**src/rtl/vec_arb_pkg.sv**
```systemverilog
package vec_arb_pkg;

    typedef enum logic [1:0] {
        ST_IDLE    = 2'd0,
        ST_RD_HI   = 2'd1,
        ST_RD_LO   = 2'd2,
        ST_WAIT_LO = 2'd3
    } seq_state_e;

    localparam int unsigned BYTE_W = 8;

endpackage

```
**src/rtl/irq_rank_picker.sv**
```systemverilog
module irq_rank_picker #(
    parameter int unsigned          NUM_SLOTS = 16,
    parameter int unsigned          IDX_W     = $clog2(NUM_SLOTS),
    parameter logic [NUM_SLOTS-1:0] RSVD_MASK = 16'h3F82,
    parameter int unsigned          NMI_SLOT  = 0
) (
    input  logic [NUM_SLOTS-1:0] pend,
    input  logic [NUM_SLOTS-1:0] enab,
    output logic [IDX_W-1:0]     slot
);

    localparam int unsigned DFLT_SLOT = NUM_SLOTS - 1;

    logic [NUM_SLOTS-1:0] elig;

    // Per-slot eligibility: reserved and fallback slots never request,
    // the non-maskable slot needs only its pending flag.
    for (genvar k = 0; k < NUM_SLOTS; k++) begin : g_elig
        if (RSVD_MASK[k] || k == DFLT_SLOT) begin : g_never
            assign elig[k] = 1'b0;
        end else if (k == NMI_SLOT) begin : g_nmi
            assign elig[k] = pend[k];
        end else begin : g_mask
            assign elig[k] = pend[k] & enab[k];
        end
    end

    // Fixed rank: scan from worst to best so the best eligible slot wins.
    always_comb begin
        slot = IDX_W'(DFLT_SLOT);
        for (int k = NUM_SLOTS - 1; k >= 0; k--) begin
            if (elig[k]) begin
                slot = IDX_W'(k);
            end
        end
    end

endmodule

```
**src/rtl/vec_page_calc.sv**
```systemverilog
module vec_page_calc #(
    parameter int unsigned ADDR_W = 15,
    parameter int unsigned IDX_W  = 4
) (
    input  logic [ADDR_W-1:0] instr_addr,
    input  logic [IDX_W-1:0]  slot,
    output logic [ADDR_W-1:0] entry_addr
);

    import vec_arb_pkg::*;

    localparam int unsigned PAGE_W  = ADDR_W - BYTE_W;
    localparam logic [7:0]  TOP_OFF = 8'hFE;

    logic [PAGE_W-1:0] page;
    logic [7:0]        offset;
    logic              at_last;

    always_comb begin
        at_last    = &instr_addr[BYTE_W-1:0];
        // Instruction on a block's final byte: table lives in the next block,
        // wrapping modulo the address space.
        page       = instr_addr[ADDR_W-1:BYTE_W] + PAGE_W'(at_last);
        offset     = TOP_OFF - (8'(slot) << 1);
        entry_addr = {page, offset};
    end

endmodule

```
**src/rtl/ranked_vector_unit.sv**
```systemverilog
module ranked_vector_unit #(
    parameter int unsigned          NUM_SLOTS = 16,
    parameter int unsigned          ADDR_W    = 15,
    parameter logic [NUM_SLOTS-1:0] RSVD_MASK = 16'h3F82,
    parameter int unsigned          NMI_SLOT  = 0
) (
    input  logic                            clk,
    input  logic                            rst,
    input  logic                            sel_req,
    input  logic [ADDR_W-1:0]               instr_addr,
    input  logic [NUM_SLOTS-1:0]            irq_pend,
    input  logic [NUM_SLOTS-1:0]            irq_en,
    output logic                            mem_rd_en,
    output logic [ADDR_W-1:0]               mem_addr,
    input  logic [7:0]                      mem_rdata,
    output logic                            done,
    output logic [15:0]                     target,
    output logic [$clog2(NUM_SLOTS)-1:0]    done_slot
);

    import vec_arb_pkg::*;

    localparam int unsigned IDX_W = $clog2(NUM_SLOTS);

    typedef struct packed {
        seq_state_e        state;
        logic [IDX_W-1:0]  slot;
        logic [ADDR_W-1:0] entry;
        logic [7:0]        hi;
        logic [15:0]       tgt;
        logic              done;
    } seq_regs_t;

    seq_regs_t r_d, r_q;

    logic [IDX_W-1:0]  pick_slot;
    logic [ADDR_W-1:0] pick_entry;

    irq_rank_picker #(
        .NUM_SLOTS (NUM_SLOTS),
        .IDX_W     (IDX_W),
        .RSVD_MASK (RSVD_MASK),
        .NMI_SLOT  (NMI_SLOT)
    ) u_picker (
        .pend (irq_pend),
        .enab (irq_en),
        .slot (pick_slot)
    );

    vec_page_calc #(
        .ADDR_W (ADDR_W),
        .IDX_W  (IDX_W)
    ) u_page (
        .instr_addr (instr_addr),
        .slot       (pick_slot),
        .entry_addr (pick_entry)
    );

    always_comb begin
        r_d      = r_q;
        r_d.done = 1'b0;
        unique case (r_q.state)
            ST_IDLE: begin
                if (sel_req) begin
                    r_d.slot  = pick_slot;
                    r_d.entry = pick_entry;
                    r_d.state = ST_RD_HI;
                end
            end
            ST_RD_HI: begin
                r_d.state = ST_RD_LO;
            end
            ST_RD_LO: begin
                r_d.hi    = mem_rdata;
                r_d.state = ST_WAIT_LO;
            end
            ST_WAIT_LO: begin
                r_d.tgt   = {r_q.hi, mem_rdata};
                r_d.done  = 1'b1;
                r_d.state = ST_IDLE;
            end
            default: r_d.state = ST_IDLE;
        endcase
    end

    always_ff @(posedge clk) begin
        if (rst) begin
            r_q <= '{state: ST_IDLE, slot: '0, entry: '0, hi: '0, tgt: '0, done: 1'b0};
        end else begin
            r_q <= r_d;
        end
    end

    always_comb begin
        mem_rd_en = (r_q.state == ST_RD_HI) || (r_q.state == ST_RD_LO);
        mem_addr  = {r_q.entry[ADDR_W-1:1], r_q.state == ST_RD_LO};
        done      = r_q.done;
        target    = r_q.tgt;
        done_slot = r_q.slot;
    end

    // result strobe lasts one cycle
    assert_done_pulse_R8: assert property (@(posedge clk) disable iff (rst)
        done |=> !done);

    // result follows the odd-byte read by two cycles
    assert_done_after_read_R8: assert property (@(posedge clk) disable iff (rst)
        done |-> ($past(mem_rd_en, 2) && $past(mem_addr[0], 2)));

    // odd byte read directly follows the even byte of the same entry
    assert_odd_follows_even_R6: assert property (@(posedge clk) disable iff (rst)
        (mem_rd_en && !mem_addr[0]) |=>
            (mem_rd_en && mem_addr[0] &&
             mem_addr[ADDR_W-1:1] == $past(mem_addr[ADDR_W-1:1])));

    // no new read starts right after the odd read, even with sel_req high
    assert_busy_ignored_R10: assert property (@(posedge clk) disable iff (rst)
        (mem_rd_en && mem_addr[0]) |=> !mem_rd_en);

    // a reserved slot is never reported
    assert_no_reserved_R5: assert property (@(posedge clk) disable iff (rst)
        done |-> !RSVD_MASK[done_slot]);

    // reset leaves the port quiet
    assert_reset_quiet_R11: assert property (@(posedge clk)
        rst |=> (!done && !mem_rd_en));

endmodule

```
**config.mk**
```make
export PLATFORM = sky130hd
export DESIGN_NAME = ranked_vector_unit
export DESIGN_NICKNAME = d
export VERILOG_FILES = /design/src/rtl/vec_arb_pkg.sv /design/src/rtl/irq_rank_picker.sv /design/src/rtl/vec_page_calc.sv /design/src/rtl/ranked_vector_unit.sv
export SDC_FILE = /design/constraint.sdc
export NUM_CORES = 1
export LEC_CHECK = 0
export ABC_AREA = 1
export BUFFER_PORTS_ARGS = -buffer_cell sky130_fd_sc_hd__buf_2
export CORE_ASPECT_RATIO = 1.4
export CORE_MARGIN = 2
export CORE_UTILIZATION = 47
export CTS_BUF_LIST = sky130_fd_sc_hd__clkbuf_4 sky130_fd_sc_hd__clkbuf_8
export DETAILED_ROUTE_END_ITERATION = 10
export PLACE_DENSITY = 0.88
export SYNTH_ARGS = -nofsm -noshare
export SYNTH_HDL_FRONTEND = slang
export SYNTH_SLANG_ARGS = --single-unit
export TNS_END_PERCENT = 100
```
**constraint.sdc**
```tcl
create_clock -name clk -period 1.6 [get_ports clk]
set_input_delay 0 -clock clk [delete_from_list [all_inputs] [get_ports clk]]
set_output_delay 0 -clock clk [all_outputs]
set_load 0.1 [all_outputs]
```
After elaboration in Yosys (flattened, before gate mapping) --
Cells that the tools add are included.
Word-level totals: flip-flop bits (word level) 46, output and inout bits 37, logic and storage cells 32
Cells by class: add/sub/neg operators 2, equality and inequality tests 4, mux-type cells 10, bitwise operators 6, reduce and logical (&&, ||, !) cells 4
Operator list (number):
- 2-to-1 mux 4 bit | 6
- 2-to-1 mux 21 bit | 1
- case mux 2 bit (4 select lines) | 1
- AND reduction 8 bit | 1
- adder 7 x 1 -> 7 bit | 1
- subtractor 2 x 6 -> 7 bit, first input constant | 1
- AND 1 bit | 6
- == test 2 bit, second input constant | 2
- == test 2 x 1 -> 1 bit, second input constant | 1
- logical NOT 2 bit | 1
- 2-to-1 mux 1 bit | 2
- inequality test 2 bit, second input constant | 1
- AND reduction 2 bit | 1
- logical OR 1 bit | 1

Longest topological paths before layout --
Gate-level depths: netlist (run 1).
depth in word-level cells 11, gate-level depth with buffers 9, mapped depth without buffers 9

Cells and area by module --
From an unflattened synthesis (run 1), not the netlist that was laid out.
Unflattened totals: cell total of the unflattened synthesis 301, area total of the unflattened synthesis 2283.4 µm²
Modules (own cells, without submodules):
- ranked_vector_unit | instances 1, cells each 243, area each 1985.7 µm², sequential area each 900.9 µm²
- vec_page_calc | instances 1, cells each 38, area each 207.7 µm², sequential area each 0.0 µm²
- irq_rank_picker | instances 1, cells each 20, area each 90.1 µm², sequential area each 0.0 µm²

Worst setup path after synthesis (run 1) --
OpenSTA, ideal clock, no wires.
path kind register to register, from reg r_q[44] (netlist name), to reg r_q[22] (netlist name), library setup time 116 ps, arrival 1778 ps, data required time 1484 ps, slack -294 ps, stages on the path, launching flop included 7, buffers on the path 1, clock period less this slack 1894 ps, path through dfxtp_1 > inv_1 > ha_1 > clkbuf_1 > inv_1 > nor2_1 > nor2_1
Between the ends: word-level cells in the longest chain between the ends 1
RTL lines:
- start, declared | line ranked_vector_unit.sv:34 | seq_regs_t r_d, r_q;
- start signal, assigned | line ranked_vector_unit.sv:88 | r_q <= '{state: ST_IDLE, slot: '0, entry: '0, hi: '0, tgt: '0, done: 1'b0};
- start signal, assigned | line ranked_vector_unit.sv:90 | r_q <= r_d;
- == test 2 bit
- via mem_addr[0] | line ranked_vector_unit.sv:14 | output logic [ADDR_W-1:0] mem_addr,
The timed path passes the listed nets, and every way through them passes these cells. A chain may end at the register's enable or synchronous reset.

Final worst setup path (run 1) --
from reg r_q[44] (netlist name), to out mem_addr[0]
Between the ends: word-level cells in the longest chain between the ends 1
RTL lines:
- == test 2 bit | line ranked_vector_unit.sv:96 | mem_addr = {r_q.entry[ADDR_W-1:1], r_q.state == ST_RD_LO};
- end, declared | line ranked_vector_unit.sv:14
No other way between the ends.

==> flow_summary.ini, run 1 <==
[status]
status = complete, but fails checks
violations = design-rule violations

[route]
num_vias = 1762
wl_per_cell_um = 11.6
dr.pass1.iters = 7
wirelength_mm = 4.15
postRouteAntennaNets = 0
remaining_drc_errors = 3
viasPerCell = 4.95
dr.first_iter.drc_count = 77

[clock_tree]
htree_levels = 2
cts_root_buf = clkbuf_8
cts_setup_buffers = 0
cts_made_buffers = 5
cts_tree = yes
clk_pin_slew_ps = 80
cts_buffer_depth = 2
cts.sinks = 43
clock_latency_ps = 290

[global_route]
grt-ovfl-total = 0
grt_antenna_before_repair = 0
grt_first_pass_wirelength_mm = 6.79
grt_pass1_vias = 1658
grt_use_total_pct = 18.3
grt_start_max_net_pins = 25

[cells_and_area]
final_cells = 356
final_common_cell = buf_2
final_cell_mix = 74 x buf_2, 69 x nor2_1, 42 x dfxtp_1
area_growth_pct = 21.3
nets = 376
diodes = 0
final_util_pct = 60.0
fill_cells = 382
drive_above_1_share_pct = 31.0

[power]
leakagePower_nw = 1.24
seqPwrFrac_pct = 32.1
ir_worst_vdd_mv = 0.859
p_switching_mw = 1.98
switching_share_pct = 46.9
powerDensity_mw_per_mm2 = 1760
intPower_mw = 2.24
pwr-share-comb_pct = 44.4
share_clk_of_total_power_pct = 23.5

[floorplan]
row_count = 27
start_util_pct = 49.5
die_w_um = 58.7
core_area_mm2 = 0.00399
die_h_um = 80.6
die_area_mm2 = 0.00474
num_io_pins = 95

[place]
placed_cells = 340
portBuffers = 75
gp_routability_congestion = 0.744
dpl.hpwl_mm = 3.11

[synth]
synth_nets = 322
synth.avg_cell_area_um2 = 7.64
ys_seq_area_share_pct = 43.7
ys_ff_latch = 43
yosysWarnings = 0
ys_types = 21
syn_area_mm2 = 0.00197
syn_inst = 258

[critical_path]
crit_chain = inv_1 > ha_4 > buf_2
crit_slowest_cell = buf_2
critPathArrivalTime_ps = 1430
required_ps = 1600
worstSetupEndpointType = output port
start_kind = flip-flop
cp_slowest_stage_delay_ps = 440
cp_max_fo = 11
cp_num_buf_inv = 2
path_class = flip-flop to output port
crit_family = buffers and inverters

[min_path]
hp-class = input port to flip-flop

[timing]
timing.final.crit_share_pct = 89.6
finalSetupViolCount = 0
setup_tns_ps = 0
timing.final.crit_period_ps = 1430
maxSlewViolCount = 0
clock_skew_ps = 6.84
fin_hold_ws_ps = 32.4
worst_slew_pin_slew_ps = 498
slew_headroom_pct = 67.0
timing.fmax_ghz = 0.698
finalHoldViolCount = 0
rsz0062_at_grt = false

[run]
maxCapViolations = 0
-- area by class of cell --
type,count,area [µm²],area share (%)
repair buffers,90,510,21.3
clock buffers,5,68.8,2.88
well taps,43,53.8,2.25
multi-input cells,161,788,32.9
clock inverters,3,67.6,2.82
inverters,11,41.3,1.73
flip-flops and latches,43,862,36.0
-- synthesized netlist by cell type, drive strengths merged --
| library cell | n | area [µm²] |
|---|---|---|
| nor3 | 2 | 10.0 |
| o22ai | 1 | 6.26 |
| clkinv | 1 | 3.75 |
| buf | 38 | 280 |
| nand2 | 25 | 93.8 |
| nand3 | 4 | 25.0 |
| o21ai | 37 | 185 |
| xnor2 | 3 | 26.3 |
| clkbuf | 5 | 18.8 |
| inv | 10 | 37.5 |
| a21oi | 11 | 58.8 |
| ha | 6 | 75.1 |
| nand4 | 2 | 12.5 |
| nor3b | 1 | 18.8 |
| dfxtp | 43 | 861 |
| nor2 | 69 | 259 |
-- sequential cells by signal, indices dropped and copies added, names as in the netlist --
register   flops
target        16
mem_addr      12
r_q           10
done_slot      4
done           1
-- worst register-to-register path: cells and delay by family (launching register included) --
kind	cells	cell delay [ps]
adder cells (fa/ha/maj)	1	220
buffers and inverters	1	140
flip-flops	1	330
AND/OR/NAND/NOR	5	620
-- power by group through the flow --
stage	registers, mW	clock network, mW	logic, mW
after global placement	1.37	0	1.83
after detailed placement	1.38	0	1.85
after floorplan	1.37	0	1.73
after CTS	1.35	1.02	1.87
final	1.35	0.991	1.88
after global routing	1.38	1.07	1.99
-- through the flow --
step           instance area [µm²]  power [mW]  worst slack [ps]
6_report                      2390        4.22               167
5_1_grt                       2390        4.43              64.6
4_1_cts                       2390        4.25              38.6
3_5_place_dp                  2170        3.23               157
3_3_place_gp                  2170        3.20               193
2_1_floorplan                 1990        3.10               155
-- layer usage --
metal	global-route usage, %	share of wire [%]
met5	0	0
met4	8.18	1.6
met3	3.54	4.8
met2	34.2	52
met1	19.1	41
-- path summary, 6_finish.rpt --
check | cells past startpoint | endpoint | start | slack (ps)
setup / recovery | 3 | mem_addr[0] | r_q[44] | 170
hold reg to reg | 2 | done_slot[2] | done_slot[2] | 470
hold / removal | 3 | mem_addr[10] | instr_addr[10] | 30
setup reg to reg | 7 | mem_addr[4] | r_q[44] | 190
-- logic make-up (layout without fill, tap and decap cells) --
family,count (synthesis),count (layout),share of synthesized area [%]
buffers and inverters,54,109,17.3
adder cells (fa/ha/maj),6,6,3.81
AO/OA/AOI/OAI,49,49,12.7
AND/OR/NAND/NOR,103,103,21.3
flip-flops,43,43,43.7
XOR/XNOR,3,3,1.33
-- what timing repair did --
| action | 4_1_cts | 5_1_grt |
|---|---|---|
| hold buffers | 8 | 0 |
| resized for setup | 0 | 3 |
| setup endpoints to repair | 0 | 2 |
| endpoints found under the hold margin | 16 | 0 |
(Power assumes the default switching activity.)
==> run 2: changes to the inputs <==
CORE_ASPECT_RATIO = 1.5   (was 1.4)
==> run 2 against run 1 <==
Against the previous run:
- the flow now finishes without violations
- via count down 1.9%
- first-iteration DRC count up 27%
- die area about the same
- non-clock buffer count down 2
- sequential power about the same
- clock-buffer cell count unchanged
- critical path type unchanged
==> flow_summary.ini, run 2 (synthesis results as in run 1) <==
[status]
status = finished clean

[critical_path]
cp.depth = 3
cp_slowest_stage_delay_ps = 390
start_kind = flip-flop
cp_num_buf_inv = 2
cp_max_fo = 3
crit_family = buffers and inverters
path_class = flip-flop to output port
worstSetupEndpointType = output port
r2r_cells = 9
critPathArrivalTime_ps = 1410
crit_chain = inv_2 > ha_2 > clkbuf_4
required_ps = 1600
timing.rr.start = r_q[44]
crit_slowest_cell = dfxtp_1
critPathLaunch = r_q[44]

[route]
viasPerCell = 4.85
wl_per_cell_um = 11.6
dr.pass1.iters = 4
remaining_drc_errors = 0
wirelength_mm = 4.13
postRouteAntennaNets = 0
num_vias = 1728
dr.first_iter.drc_count = 98

[timing]
timing.final.crit_period_ps = 1410
timing.final.crit_share_pct = 88.0
clock_skew_ps = 9.28
setup_tns_ps = 0
slew_headroom_pct = 67.1
worst_slew_pin_slew_ps = 497
timing.fmax_ghz = 0.710
finalHoldViolCount = 0
finalSetupViolCount = 0
rsz0062_at_grt = false
maxSlewViolCount = 0
fin_ws_ps = 191

[cells_and_area]
nets = 374
final_cell_mix = 74 x buf_2, 69 x nor2_1, 42 x dfxtp_1
register_area_um2 = 862
fill_cells = 389
area_growth_pct = 19.7
drive_above_1_share_pct = 30.9
multiInputGateArea_um2 = 793
diodes = 0
largest_reg_flops = 16
final_common_cell = buf_2

[floorplan]
row_count = 28
core_area_mm2 = 0.00399
die_h_um = 83.3
die_area_mm2 = 0.00474
num_io_pins = 95
die_w_um = 56.9
start_util_pct = 49.4

[global_route]
grt_pass1_vias = 1705
grt_start_max_net_pins = 25
grt_antenna_before_repair = 0
grt_first_pass_wirelength_mm = 6.89
grt_use_total_pct = 17.9
grt-ovfl-total = 0

[place]
portBuffers = 75
dpl.hpwl_mm = 3.01
gp_routability_congestion = 0.717
place_ws_ps = 37.2

[run]
maxCapViolations = 0

[min_path]
hold_depth = 4
hp-class = input port to flip-flop
min-delay-start = irq_en[6]

[clock_tree]
cts.sinks = 43
cts_setup_buffers = 0
cts_tree = yes
cts_root_buf = clkbuf_8
htree_levels = 2
cts_made_buffers = 5
clk_pin_slew_ps = 80
clock_latency_ps = 290
cts_buffer_depth = 2

[power]
seqPwrFrac_pct = 33.4
leakagePower_nw = 1.23
powerDensity_mw_per_mm2 = 1720
ir_worst_vdd_mv = 1.45
p_switching_mw = 1.99
switching_share_pct = 48.9
intPower_mw = 2.08
share_clk_of_total_power_pct = 20.6
pwr-share-comb_pct = 46.0
-- run 2: metal layers --
| layer | GRT usage [%] | vias up | routed length (µm) |
|---|---|---|---|
| met5 | 0 | - | 0 |
| met4 | 5.29 | 0 | 27 |
| met3 | 5.45 | 2 | 272 |
| met2 | 34.2 | 64 | 2250 |
| met1 | 17.9 | 770 | 1580 |
| li1 | - | 892 | - |
-- run 2: per-stage QoR --
step | total power, mW | hold slack, ps | instances | area [µm²] | util, %
finish | 4.06 | 9.92 | 356 | 2360 | 59.1
global placement | 3.18 | 243 | 340 | 2160 | 54.0
floorplan | 3.10 | 135 | 258 | 1990 | -
global route | 4.26 | 25.5 | 356 | 2360 | 59.1
CTS | 4.07 | 0.697 | 356 | 2350 | 58.8
detailed placement | 3.22 | 248 | 340 | 2160 | 54.0
-- run 2: repair_timing --
item	4_1_cts	5_1_grt
resized for setup	0	5
endpoints found under the hold margin	16	0
hold buffers	8	0
endpoints found under the setup margin	0	13
-- run 2: worst paths after layout --
path / endpoint / slack, ps
hold / removal: done_slot[3] / 10
setup reg to reg: mem_addr[14] / 190
hold reg to reg: done_slot[1] / 470
setup / recovery: mem_rd_en / 190
-- run 2: worst min-delay path, stage by stage --
cell     delay [ps]
buf_2            80
a21oi_1          70
nand3_2          70
a21oi_2          40
-- run 2: power by group through the flow --
stage / logic (mW) / registers (mW) / clock network (mW)
5_1_grt: 1.99 / 1.38 / 0.893
3_5_place_dp: 1.84 / 1.38 / 0
2_1_floorplan: 1.73 / 1.37 / 0
3_3_place_gp: 1.81 / 1.37 / 0
6_report: 1.87 / 1.36 / 0.838
4_1_cts: 1.86 / 1.35 / 0.855
-- run 2: cell type report --
class                      count  area share, %
clock inverter                 3           1.85
timing repair buffer          88           21.0
tap                           45           2.38
sequential                    43           36.5
inverter                      11           1.75
clock buffer                   5           2.91
multi-input combinational    161           33.6
